[config.mk]
export PLATFORM = sky130hd
export DESIGN_NAME = seg_load_unit
export DESIGN_NICKNAME = d
export VERILOG_FILES = /design/src/rtl/seg_pkg.sv /design/src/rtl/seg_desc_check.sv /design/src/rtl/seg_load_ctrl.sv /design/src/rtl/seg_reg_bank.sv /design/src/rtl/seg_limit_check.sv /design/src/rtl/seg_load_unit.sv
export SDC_FILE = /design/constraint.sdc
export NUM_CORES = 1
export LEC_CHECK = 0
export BUFFER_PORTS_ARGS = -buffer_cell sky130_fd_sc_hd__buf_2
export CAP_MARGIN = 40
export CORE_ASPECT_RATIO = 0.5
export CORE_MARGIN = 2
export CORE_UTILIZATION = 41
export CTS_CLUSTER_SIZE = 14
export DETAILED_ROUTE_END_ITERATION = 6
export PLACE_DENSITY_LB_ADDON = 0.25
export SLEW_MARGIN = 20
export SYNTH_ARGS = -nofsm -noshare
export SYNTH_HDL_FRONTEND = slang
export SYNTH_SLANG_ARGS = --single-unit
[constraint.sdc]
create_clock -name clk -period 9.7 [get_ports clk]
set_clock_uncertainty 0.2 [all_clocks]
set_input_delay 2.91 -clock clk [delete_from_list [all_inputs] [get_ports clk]]
set_output_delay 2.91 -clock clk [all_outputs]
set_load 0.05 [all_outputs]
[src/rtl/seg_pkg.sv]
package seg_pkg;

    localparam int SEL_W   = 16;
    localparam int IDX_W   = 13;
    localparam int ADDR_W  = 32;
    localparam int LIM_W   = 20;
    localparam int GRAN_SH = 12;
    localparam int ACC_BIT = 8;
    localparam int HI_OFS  = 4;

    typedef enum logic [1:0] {
        FLT_NONE   = 2'd0,
        FLT_ABSENT = 2'd1,
        FLT_PRIV   = 2'd2
    } fault_e;

    typedef enum logic [2:0] {
        LD_IDLE,
        LD_RD_LO,
        LD_RD_HI,
        LD_CHECK,
        LD_WR_HI
    } ld_state_e;

    typedef struct packed {
        logic [ADDR_W-1:0] base;
        logic [LIM_W-1:0]  limit;
        logic              gran;
        logic              dflt;
        logic              present;
        logic [1:0]        dpl;
        logic              app;
        logic [3:0]        kind;
    } desc_t;

    typedef struct packed {
        logic             valid;
        logic [SEL_W-1:0] sel;
        desc_t            desc;
    } seg_ent_t;

    // Split the two descriptor words into fields.
    function automatic desc_t desc_unpack(input logic [31:0] lo, input logic [31:0] hi);
        desc_t d;
        d.base    = {hi[31:24], hi[7:0], lo[31:16]};
        d.limit   = {hi[19:16], lo[15:0]};
        d.gran    = hi[23];
        d.dflt    = hi[22];
        d.present = hi[15];
        d.dpl     = hi[14:13];
        d.app     = hi[12];
        d.kind    = hi[11:8];
        return d;
    endfunction

    // Effective limit after granularity scaling.
    function automatic logic [ADDR_W-1:0] desc_span(input desc_t d);
        if (d.gran)
            return {d.limit, {GRAN_SH{1'b1}}};
        return {{(ADDR_W-LIM_W){1'b0}}, d.limit};
    endfunction

    function automatic logic desc_grows_down(input desc_t d);
        return d.app && !d.kind[3] && d.kind[2];
    endfunction

    function automatic logic [1:0] priv_weaker(input logic [1:0] a, input logic [1:0] b);
        return (a > b) ? a : b;
    endfunction

endpackage

[src/rtl/seg_desc_check.sv]
module seg_desc_check
    import seg_pkg::*;
(
    input  logic [31:0] lo_i,
    input  logic [31:0] hi_i,
    input  logic [1:0]  cpl_i,
    input  logic [1:0]  rpl_i,
    output desc_t       desc_o,
    output fault_e      fault_o
);

    logic [1:0] eff_pl;

    assign desc_o = desc_unpack(lo_i, hi_i);
    assign eff_pl = priv_weaker(cpl_i, rpl_i);

    always_comb begin
        if (!desc_o.present)
            fault_o = FLT_ABSENT;
        else if (eff_pl > desc_o.dpl)
            fault_o = FLT_PRIV;
        else
            fault_o = FLT_NONE;
    end

endmodule

[src/rtl/seg_load_ctrl.sv]
module seg_load_ctrl
    import seg_pkg::*;
#(
    parameter int NUM_SEG = 6,
    parameter int SEG_W   = 3
) (
    input  logic              clk,
    input  logic              rst,
    input  logic              start_i,
    input  logic [SEG_W-1:0]  tgt_i,
    input  logic [SEL_W-1:0]  sel_i,
    input  logic [ADDR_W-1:0] gdt_base_i,
    input  logic [ADDR_W-1:0] ldt_base_i,
    input  logic [1:0]        cpl_i,
    input  logic [31:0]       mem_rdata_i,
    input  logic              mem_ack_i,
    output logic              busy_o,
    output logic              mem_req_o,
    output logic              mem_we_o,
    output logic [ADDR_W-1:0] mem_addr_o,
    output logic [31:0]       mem_wdata_o,
    output logic              wr_en_o,
    output logic [SEG_W-1:0]  wr_idx_o,
    output seg_ent_t          wr_ent_o,
    output logic              done_o,
    output logic              fault_o,
    output logic [1:0]        code_o
);

    ld_state_e         st_q;
    logic [SEL_W-1:0]  sel_q;
    logic [SEG_W-1:0]  tgt_q;
    logic [ADDR_W-1:0] addr_q;
    logic [31:0]       lo_q;
    logic [31:0]       hi_q;
    logic [1:0]        cpl_q;
    logic              done_q;
    fault_e            code_q;

    logic [ADDR_W-1:0] tbl_base;
    desc_t             chk_desc;
    fault_e            chk_fault;
    logic              tgt_ok;

    assign tbl_base = sel_i[2] ? ldt_base_i : gdt_base_i;
    assign tgt_ok   = (int'(tgt_i) < NUM_SEG);

    seg_desc_check u_check (
        .lo_i    (lo_q),
        .hi_i    (hi_q),
        .cpl_i   (cpl_q),
        .rpl_i   (sel_q[1:0]),
        .desc_o  (chk_desc),
        .fault_o (chk_fault)
    );

    always_ff @(posedge clk) begin
        if (rst) begin
            st_q   <= LD_IDLE;
            sel_q  <= '0;
            tgt_q  <= '0;
            addr_q <= '0;
            lo_q   <= '0;
            hi_q   <= '0;
            cpl_q  <= '0;
            done_q <= 1'b0;
            code_q <= FLT_NONE;
        end else begin
            done_q <= 1'b0;
            case (st_q)
                LD_IDLE: begin
                    if (start_i && tgt_ok) begin
                        sel_q  <= sel_i;
                        tgt_q  <= tgt_i;
                        cpl_q  <= cpl_i;
                        code_q <= FLT_NONE;
                        addr_q <= tbl_base +
                                  {{(ADDR_W-IDX_W-3){1'b0}}, sel_i[SEL_W-1:3], 3'b000};
                        st_q   <= LD_RD_LO;
                    end
                end
                LD_RD_LO: begin
                    if (mem_ack_i) begin
                        lo_q <= mem_rdata_i;
                        st_q <= LD_RD_HI;
                    end
                end
                LD_RD_HI: begin
                    if (mem_ack_i) begin
                        hi_q <= mem_rdata_i;
                        st_q <= LD_CHECK;
                    end
                end
                LD_CHECK: begin
                    if (chk_fault != FLT_NONE) begin
                        code_q <= chk_fault;
                        done_q <= 1'b1;
                        st_q   <= LD_IDLE;
                    end else begin
                        st_q <= LD_WR_HI;
                    end
                end
                LD_WR_HI: begin
                    if (mem_ack_i) begin
                        done_q <= 1'b1;
                        st_q   <= LD_IDLE;
                    end
                end
                default: st_q <= LD_IDLE;
            endcase
        end
    end

    always_comb begin
        mem_req_o   = 1'b0;
        mem_we_o    = 1'b0;
        mem_addr_o  = addr_q;
        mem_wdata_o = hi_q | (32'd1 << ACC_BIT);
        case (st_q)
            LD_RD_LO: mem_req_o = 1'b1;
            LD_RD_HI: begin
                mem_req_o  = 1'b1;
                mem_addr_o = addr_q + ADDR_W'(HI_OFS);
            end
            LD_WR_HI: begin
                mem_req_o  = 1'b1;
                mem_we_o   = 1'b1;
                mem_addr_o = addr_q + ADDR_W'(HI_OFS);
            end
            default: ;
        endcase
    end

    always_comb begin
        wr_ent_o              = '0;
        wr_ent_o.valid        = 1'b1;
        wr_ent_o.sel          = sel_q;
        wr_ent_o.desc         = chk_desc;
        wr_ent_o.desc.kind[0] = 1'b1;
    end

    assign wr_en_o  = (st_q == LD_WR_HI) && mem_ack_i;
    assign wr_idx_o = tgt_q;
    assign busy_o   = (st_q != LD_IDLE);
    assign done_o   = done_q;
    assign code_o   = code_q;
    assign fault_o  = done_q && (code_q != FLT_NONE);

endmodule

[src/rtl/seg_reg_bank.sv]
module seg_reg_bank
    import seg_pkg::*;
#(
    parameter int NUM_SEG  = 6,
    parameter int SEG_W    = 3,
    parameter int CODE_SEG = 0
) (
    input  logic                      clk,
    input  logic                      rst,
    input  logic                      wr_en_i,
    input  logic [SEG_W-1:0]          wr_idx_i,
    input  seg_ent_t                  wr_ent_i,
    input  logic [SEG_W-1:0]          rd_idx_i,
    output seg_ent_t                  rd_ent_o,
    output logic [1:0]                cpl_o,
    output seg_ent_t [NUM_SEG-1:0]    bank_o
);

    seg_ent_t ents [NUM_SEG];

    generate
        for (genvar g = 0; g < NUM_SEG; g++) begin : g_ent
            always_ff @(posedge clk) begin
                if (rst)
                    ents[g] <= '0;
                else if (wr_en_i && (int'(wr_idx_i) == g))
                    ents[g] <= wr_ent_i;
            end
            assign bank_o[g] = ents[g];
        end
    endgenerate

    always_comb begin
        rd_ent_o = '0;
        for (int i = 0; i < NUM_SEG; i++) begin
            if (int'(rd_idx_i) == i)
                rd_ent_o = ents[i];
        end
    end

    assign cpl_o = ents[CODE_SEG].sel[1:0];

endmodule

[src/rtl/seg_limit_check.sv]
module seg_limit_check
    import seg_pkg::*;
(
    input  seg_ent_t          ent_i,
    input  logic [ADDR_W-1:0] off_i,
    output logic              ok_o,
    output logic [ADDR_W-1:0] lin_o,
    output logic [ADDR_W-1:0] span_o
);

    logic down;

    assign span_o = desc_span(ent_i.desc);
    assign down   = desc_grows_down(ent_i.desc);
    assign lin_o  = ent_i.desc.base + off_i;

    always_comb begin
        if (!ent_i.valid)
            ok_o = 1'b0;
        else if (down)
            ok_o = (off_i > span_o);
        else
            ok_o = (off_i <= span_o);
    end

endmodule

[src/rtl/seg_load_unit.sv]
module seg_load_unit
    import seg_pkg::*;
#(
    parameter int NUM_SEG  = 6,
    parameter int CODE_SEG = 0,
    localparam int SEG_W   = $clog2(NUM_SEG)
) (
    input  logic              clk,
    input  logic              rst,
    input  logic [31:0]       gdt_base_i,
    input  logic [31:0]       ldt_base_i,
    input  logic              ld_valid_i,
    input  logic [SEG_W-1:0]  ld_seg_i,
    input  logic [15:0]       ld_sel_i,
    output logic              ld_busy_o,
    output logic              ld_done_o,
    output logic              ld_fault_o,
    output logic [1:0]        ld_code_o,
    output logic              mem_req_o,
    output logic              mem_we_o,
    output logic [31:0]       mem_addr_o,
    output logic [31:0]       mem_wdata_o,
    input  logic [31:0]       mem_rdata_i,
    input  logic              mem_ack_i,
    input  logic [SEG_W-1:0]  acc_seg_i,
    input  logic [31:0]       acc_off_i,
    output logic              acc_ok_o,
    output logic [31:0]       acc_lin_o,
    output logic              seg_valid_o,
    output logic [15:0]       seg_sel_o,
    output logic [31:0]       seg_base_o,
    output logic [31:0]       seg_limit_o,
    output logic [1:0]        cpl_o
);

    logic                   wr_en;
    logic [SEG_W-1:0]       wr_idx;
    seg_ent_t               wr_ent;
    seg_ent_t               rd_ent;
    seg_ent_t [NUM_SEG-1:0] bank_all;
    logic [1:0]             cpl;

    seg_load_ctrl #(.NUM_SEG(NUM_SEG), .SEG_W(SEG_W)) u_ctrl (
        .clk         (clk),
        .rst         (rst),
        .start_i     (ld_valid_i),
        .tgt_i       (ld_seg_i),
        .sel_i       (ld_sel_i),
        .gdt_base_i  (gdt_base_i),
        .ldt_base_i  (ldt_base_i),
        .cpl_i       (cpl),
        .mem_rdata_i (mem_rdata_i),
        .mem_ack_i   (mem_ack_i),
        .busy_o      (ld_busy_o),
        .mem_req_o   (mem_req_o),
        .mem_we_o    (mem_we_o),
        .mem_addr_o  (mem_addr_o),
        .mem_wdata_o (mem_wdata_o),
        .wr_en_o     (wr_en),
        .wr_idx_o    (wr_idx),
        .wr_ent_o    (wr_ent),
        .done_o      (ld_done_o),
        .fault_o     (ld_fault_o),
        .code_o      (ld_code_o)
    );

    seg_reg_bank #(.NUM_SEG(NUM_SEG), .SEG_W(SEG_W), .CODE_SEG(CODE_SEG)) u_bank (
        .clk      (clk),
        .rst      (rst),
        .wr_en_i  (wr_en),
        .wr_idx_i (wr_idx),
        .wr_ent_i (wr_ent),
        .rd_idx_i (acc_seg_i),
        .rd_ent_o (rd_ent),
        .cpl_o    (cpl),
        .bank_o   (bank_all)
    );

    seg_limit_check u_lim (
        .ent_i  (rd_ent),
        .off_i  (acc_off_i),
        .ok_o   (acc_ok_o),
        .lin_o  (acc_lin_o),
        .span_o (seg_limit_o)
    );

    assign seg_valid_o = rd_ent.valid;
    assign seg_sel_o   = rd_ent.sel;
    assign seg_base_o  = rd_ent.desc.base;
    assign cpl_o       = cpl;

endmodule

* Word level (Yosys, flattened, before mapping)
Memories as Yosys holds them, arrays and structs flattened.
Cells that the tools add are included.
** Word-level totals
- RAM bits :: 474
- Bits in registers :: 123
- Memories kept :: 1
- Input port bits :: 154
** Operators by class
- $lt $le $gt $ge :: 5
- Equality and inequality tests :: 19
- Bitwise gates (word level) :: 6
- Multiplexer cells :: 56
- $add $sub $neg :: 3
- Reduce and logical (&&, ||, !) cells :: 26
** Memory list
- u_bank.ents :: words 6, width 79, rd ports 6, clocked after Yosys merged registers in 0, wr ports 6, RTL line seg_reg_bank.sv:19 : seg_ent_t ents [NUM_SEG];
** Operators with widths (number)
- 2-to-1 mux 79 bit :: 12
- 2-to-1 mux 32 bit :: 4
- adder 32 x 16 -> 32 bit :: 1
- adder 32 x 3 -> 32 bit (second input constant) :: 1
- adder 32 bit :: 1
- > comparator 32 bit :: 1
- <= comparator 32 bit :: 1
- == test 3 bit (second input constant) :: 9
- 2-to-1 mux 1 bit :: 27
- 2-to-1 mux 3 bit :: 5
- case mux 3 bit (5 select lines) :: 1
- == test 3 x 2 -> 1 bit (second input constant) :: 4
- logical AND 1 bit :: 11
- 2-to-1 mux 2 bit :: 5
- logical NOT 3 bit :: 3
- != test 2 bit (second input constant) :: 3
- OR 1 bit :: 6
- AND reduction 2 bit :: 3
- nonzero test 2 bit :: 3
- > comparator 2 bit :: 2
- != test 2 x 1 -> 1 bit (second input constant) :: 2
- case mux 2 bit (2 select lines) :: 1
- AND reduction 4 bit :: 1
- == test 3 x 1 -> 1 bit (second input constant) :: 1
- 7 further kinds :: 7

* Depth between registers and ports, before layout
- Depth in word-level cells :: 12
- Depth in mapped cells :: 17
- Gate-level depth less buffers :: 14

* Cells and area by module
A second synthesis with hierarchy kept.
** Second synthesis, totals
- Cells, all modules :: 2911
- Area, all modules :: 31878.1 sq um
** Modules (own cells, without submodules)
- seg_reg_bank :: times used 1, area an instance 21827.2 sq um, seq. area each 14233.7 sq um, cells an instance 1567
- seg_load_ctrl :: times used 1, area an instance 6543.8 sq um, seq. area each 2462.4 sq um, cells an instance 838
- seg_limit_check :: times used 1, area an instance 2916.5 sq um, seq. area each 0.0 sq um, cells an instance 426
- seg_desc_check :: times used 1, area an instance 590.6 sq um, seq. area each 0.0 sq um, cells an instance 80

* Least setup slack after synthesis
No wires, ideal clock.
- Kind :: input to output
- Start point :: in acc_seg_i[0]
- End point :: out acc_lin_o[29]
- Slack :: -1.799 ns
- Data required time :: 6.590 ns
- Buffers on the path :: 6
- Arrival time :: 8.389 ns
- Stages on the path :: 15
- Cells stage by stage :: buf_2 buf_4 buf_4 buf_2 buf_2 mux2i_1 o21ai_0 ha_1 clkbuf_1 and3_1 and3_1 o2111ai_1 nand3_1 o21ai_0 o311ai_0
** Between the ends
- Longest elaborated chain between the ends :: 8
- Elaborated cells on any way between the ends :: 13
** Ends and longest elaborated chain
- start: declaration :: RTL line seg_load_unit.sv:25 : input logic [SEG_W-1:0] acc_seg_i,
- logical NOT 3 bit :: RTL line seg_reg_bank.sv:36 : if (int'(rd_idx_i) == i)
- 2-to-1 mux 79 bit (5 in series) :: RTL line seg_reg_bank.sv:36
- 2-to-1 mux 79 bit (*) :: RTL line seg_reg_bank.sv:36
- via seg_base_o[12] :: RTL line seg_load_unit.sv:31 : output logic [31:0] seg_base_o,
- adder 32 bit (*) :: RTL line seg_limit_check.sv:15 : assign lin_o = ent_i.desc.base + off_i;
- end: declaration :: RTL line seg_load_unit.sv:28 : output logic [31:0] acc_lin_o,
Mark *: on every way through the listed nets, which the timed path passes. The rest lies on a longest branch.

* Worst setup path after layout
- Start point :: in acc_seg_i[0]
- End point :: out acc_lin_o[24]
** Between the ends
- Longest elaborated chain between the ends :: 8
- Elaborated cells on any way between the ends :: 13
** Ends and longest elaborated chain (RTL line)
- logical NOT 3 bit :: seg_reg_bank.sv:36
- 2-to-1 mux 79 bit (5 in series) :: seg_reg_bank.sv:36
- 2-to-1 mux 79 bit (*) :: seg_reg_bank.sv:36
- adder 32 bit (*) :: seg_limit_check.sv:15
Mark *: on every way between the ends. The rest lies on a longest branch, timed or not.

==> summary.md <==
| Metric | Value |
|---|---|
| Status | finished clean |
| Row count | slightly below 70 |
| DIE WIDTH | around 380 um |
| Synth Flop Type | edfxtp_1 |
| Antenna cell count | 0 |
| Mean Syn Cell Area | 11.06 um^2 |
| Seq cells post-synth | 560 |
| Final Cycle Share | about 99% |
| Cell area after synthesis | roughly 29000 um^2 |
| Clock share of power | between 30% and 40% |
| Top cells by area, synth | edfxtp_1, and2_1, dfxtp_1, nand2_1, mux2i_1 |
| WL/cell | roughly 22 um |
| Final min period | a little under 10 ns |
| Switching power | about 1.8 mW |
| Worst-path clk slew | 0.06 ns |
| RePlAce Congestion | 0.9385 |
| Tot Pwr | between 5 and 6 mW |
| P_int | about 4.2 mW |
| Layout area overhead | 20.21% |
| Post-synth EDFFs | 437 |
| Cells after Synth | ~2600 |
| Commonest non-fill, non-tap cell in the layout | edfxtp_1 |
| Initial antenna violation count | 0 |
| Total GRT Usage | a little under a quarter |
| Synth cell types | slightly above 70 |
| Detail Route Antenna Nets | 0 |
| Final hold vios | 0 |
| CP max FO | 17 |
| Vias per inst | around 5.4 |
| Post-Syn Nets | roughly 2800 |
| Clock Latency Late Sink | approximately 0.61 ns |
| Sink Count | 560 |
| Sequential share of power | 45.7% |
| Pin count of the biggest net entering global routing | between 60 and 70 |
| Combinational Power Share | 19.1% |
| CTS max path bufs | 3 |
| Routed via count | between 20000 and 25000 |
| Dpl ws | -0.1484 ns |
| Worst Hold Class | reg2reg |
| R2r worst-path depth | 6 |
| Synth warnings | 0 |
| Total congestion overflow | 0 |
| Crit path launch type | primary input |
| P_leak | 14.02 nW |
| Ys async rst share | 0% |
| Synth area leader | edfxtp_1 |
| Max-cap violation count | 0 |
| Root buf cell | clkbuf_16 |
| Max-Slew Margin vs Limit | between 50% and 60% |
| Crit path top cell by count | buf_12 |
| CP Data Required Time | around 6.6 ns |
| Full die area | between 70000 and 80000 um^2 |
| First-pass GRT wire length | approximately 130 mm |
| Worst Path Arrival | ~6.5 ns |
| Share of the synthesized area in the top cell type | between 40 and 50% |
| 1st-iter DRT viols | roughly 1700 |
| Setup violations, final | 0 |
| CTS Buf Count | 52 |
| Sequential fraction of the synthesis area | a little over half |
| Worst vdd ir | approximately 0.12 mV |
| Critical Path End Type | output pin |
| Layout cells sized above 1 | a little under a quarter |
| Crit-path slowest cell | mux4_2 |
| # H-tree levels | 2 |
| Core area | 69000 um^2 |
| Worst hold path depth | 2 |
| I/O Buffers | between 300 and 400 |
| Layout net count | approximately 3200 |
| Sw frac | around 30% |
| Max-slew violation count | 0 |
| Setup WS post-layout | about 0.099 ns |
| Max Freq | 104.2 MHz |
| CTS tree | built |
| Dpl hpwl | roughly 60 mm |
| Max incr delay on CP | a little under 0.5 ns |
| P per Cell Area | about 170 nW/um^2 |
| Commonest cells after routing, fill and taps aside | edfxtp_1, and2_1, nand2_1, buf_2, a21oi_1 |
| Die Span Y | ~190 um |
| Initial Util | between 40% and 50% |
| Worst-path cell chain | clkbuf_8 -> buf_12 -> mux4_2 -> nand2_1 -> o21ai_4 -> ha_4 -> fa_1 -> a21o_1 -> nand3_1 -> a31oi_4 -> a31oi_2 -> buf_12 -> nor2_1 -> o41ai_1 -> buf_4 -> xnor2_2 -> buf_2 |
| DRC viols | 0 |
| RSZ-0062 raised after global routing | no |
| Worst slew pin tran | roughly 0.74 ns |
| Kind of critical path | in2out |
| Drt pass-1 iters | 5 |
| I/O pin total | roughly 340 |
| Final WL | around 87 mm |
| Number of global-route vias before repair | a little over 20000 |
-- layer usage --
layer / track usage [%] / share of wire, % / up-vias
met5: 0 / 0 / -
met1: 33.02 / 44 / 10530
met3: 2.661 / 5.5 / 114
met4: 5.831 / 2.3 / 0
li1: - / - / 9908
met2: 40.13 / 48 / 675
-- path summary, 6_finish.rpt --
kind / startpoint / end / slack [ns]
max reg2reg: u_ctrl.st_q[2] / u_bank.ents[0][20] / 6.05
max: acc_seg_i[0] / acc_lin_o[24] / 0.1
min reg2reg: u_ctrl.sel_q[1] / u_ctrl.sel_q[1] / 0.26
min: u_ctrl.sel_q[1] / u_ctrl.sel_q[1] / 0.26
-- state kept, by name, indices dropped and copies added (netlist names) --
name	cells
u_bank.ents	438
u_ctrl.done_o	1
u_ctrl.cpl_q	2
u_ctrl.addr_q	32
u_ctrl.hi_q	31
u_ctrl.st_q	3
u_ctrl.lo_q	32
u_ctrl.code_o	2
u_ctrl.wr_idx_o	3
u_ctrl.sel_q	16
-- logic make-up (layout without fill, tap and decap cells) --
| family | Yosys count | in the layout | synth area share (%) |
|---|---|---|---|
| AO/OA/AOI/OAI | 431 | 431 | 9.111 |
| flip-flops | 560 | 560 | 54.54 |
| buffers and inverters | 235 | 644 | 3.687 |
| adder cells (fa/ha/maj) | 84 | 84 | 3.730 |
| other | 1 | 1 | 0.01312 |
| AND/OR/NAND/NOR | 1026 | 1026 | 18.52 |
| XOR/XNOR | 71 | 71 | 2.224 |
| multiplexers | 176 | 176 | 8.174 |
-- per-stage QoR --
| step | utilization [%] | instance area (um^2) | instances | setup TNS (ns) | hold slack [ns] |
|---|---|---|---|---|---|
| after global routing | 49.79 | 34350 | 3938 | 0 | 0.2905 |
| after detailed placement | 47.22 | 32580 | 3841 | -0.3043 | 0.2490 |
| after floorplan | - | 29010 | 2584 | 0 | 0.2363 |
| after CTS | 49.72 | 34310 | 3938 | 0 | 0.2601 |
| after global placement | 46.85 | 32330 | 3830 | -0.3570 | 0.2399 |
| final | 49.79 | 34350 | 3938 | 0 | 0.2571 |
-- power groups by stage --
stage | Sequential, mW | Combinational [mW] | Clock [mW]
3_3_place_gp | 2.78 | 1.12 | 0
3_5_place_dp | 2.78 | 1.13 | 0
4_1_cts | 2.73 | 1.14 | 2.13
5_1_grt | 2.74 | 1.21 | 2.21
2_1_floorplan | 2.77 | 0.767 | 0
6_report | 2.73 | 1.14 | 2.10
-- area by class of cell --
cell class | instances | area [um^2]
sequential | 560 | 15580
multi-input combinational | 1789 | 12510
clock inverter | 14 | 180.2
inverter | 55 | 206.4
tap | 945 | 1182
fill | 6246 | 34650
clock buffer | 83 | 1528
timing repair buffer | 492 | 3162
-- critical path: cells and delay by family --
| family | cells | cell delay [ns] |
|---|---|---|
| adder cells (fa/ha/maj) | 2 | 0.59 |
| multiplexers | 1 | 0.49 |
| AND/OR/NAND/NOR | 3 | 0.41 |
| AO/OA/AOI/OAI | 5 | 0.92 |
| XOR/XNOR | 1 | 0.09 |
| buffers and inverters | 5 | 1.03 |
-- cell usage after synthesis, drive strengths merged, types with 3 or more instances --
cell type    n
a211oi      17
a32o         5
clkbuf     107
nand4b       3
a221o        9
buf         73
o21a        14
and3        21
mux2        19
nor2b        9
mux2i      113
nor2        97
dfxtp      123
nor3        27
a21oi      178
o221ai      17
and2       434
nand3       35
o211ai       8
nand3b       4
inv         54
o21ai      108
a211o        4
nand4       16
a31oi       11
xor2        23
ha          82
or2          5
and4         4
nor4        12
mux4        44
nand2b       5
xnor2       47
edfxtp     437
o41ai        5
a21o        27
nand2      344
o22ai        4
-- timing repair --
action                                  4_1_cts  5_1_grt
endpoints found under the setup margin        3        4
resized for setup                             3       13
pin swaps                                     0        1
hold buffers                                  0        0
buffers inserted                              0        0
(Power assumes the default switching activity.)
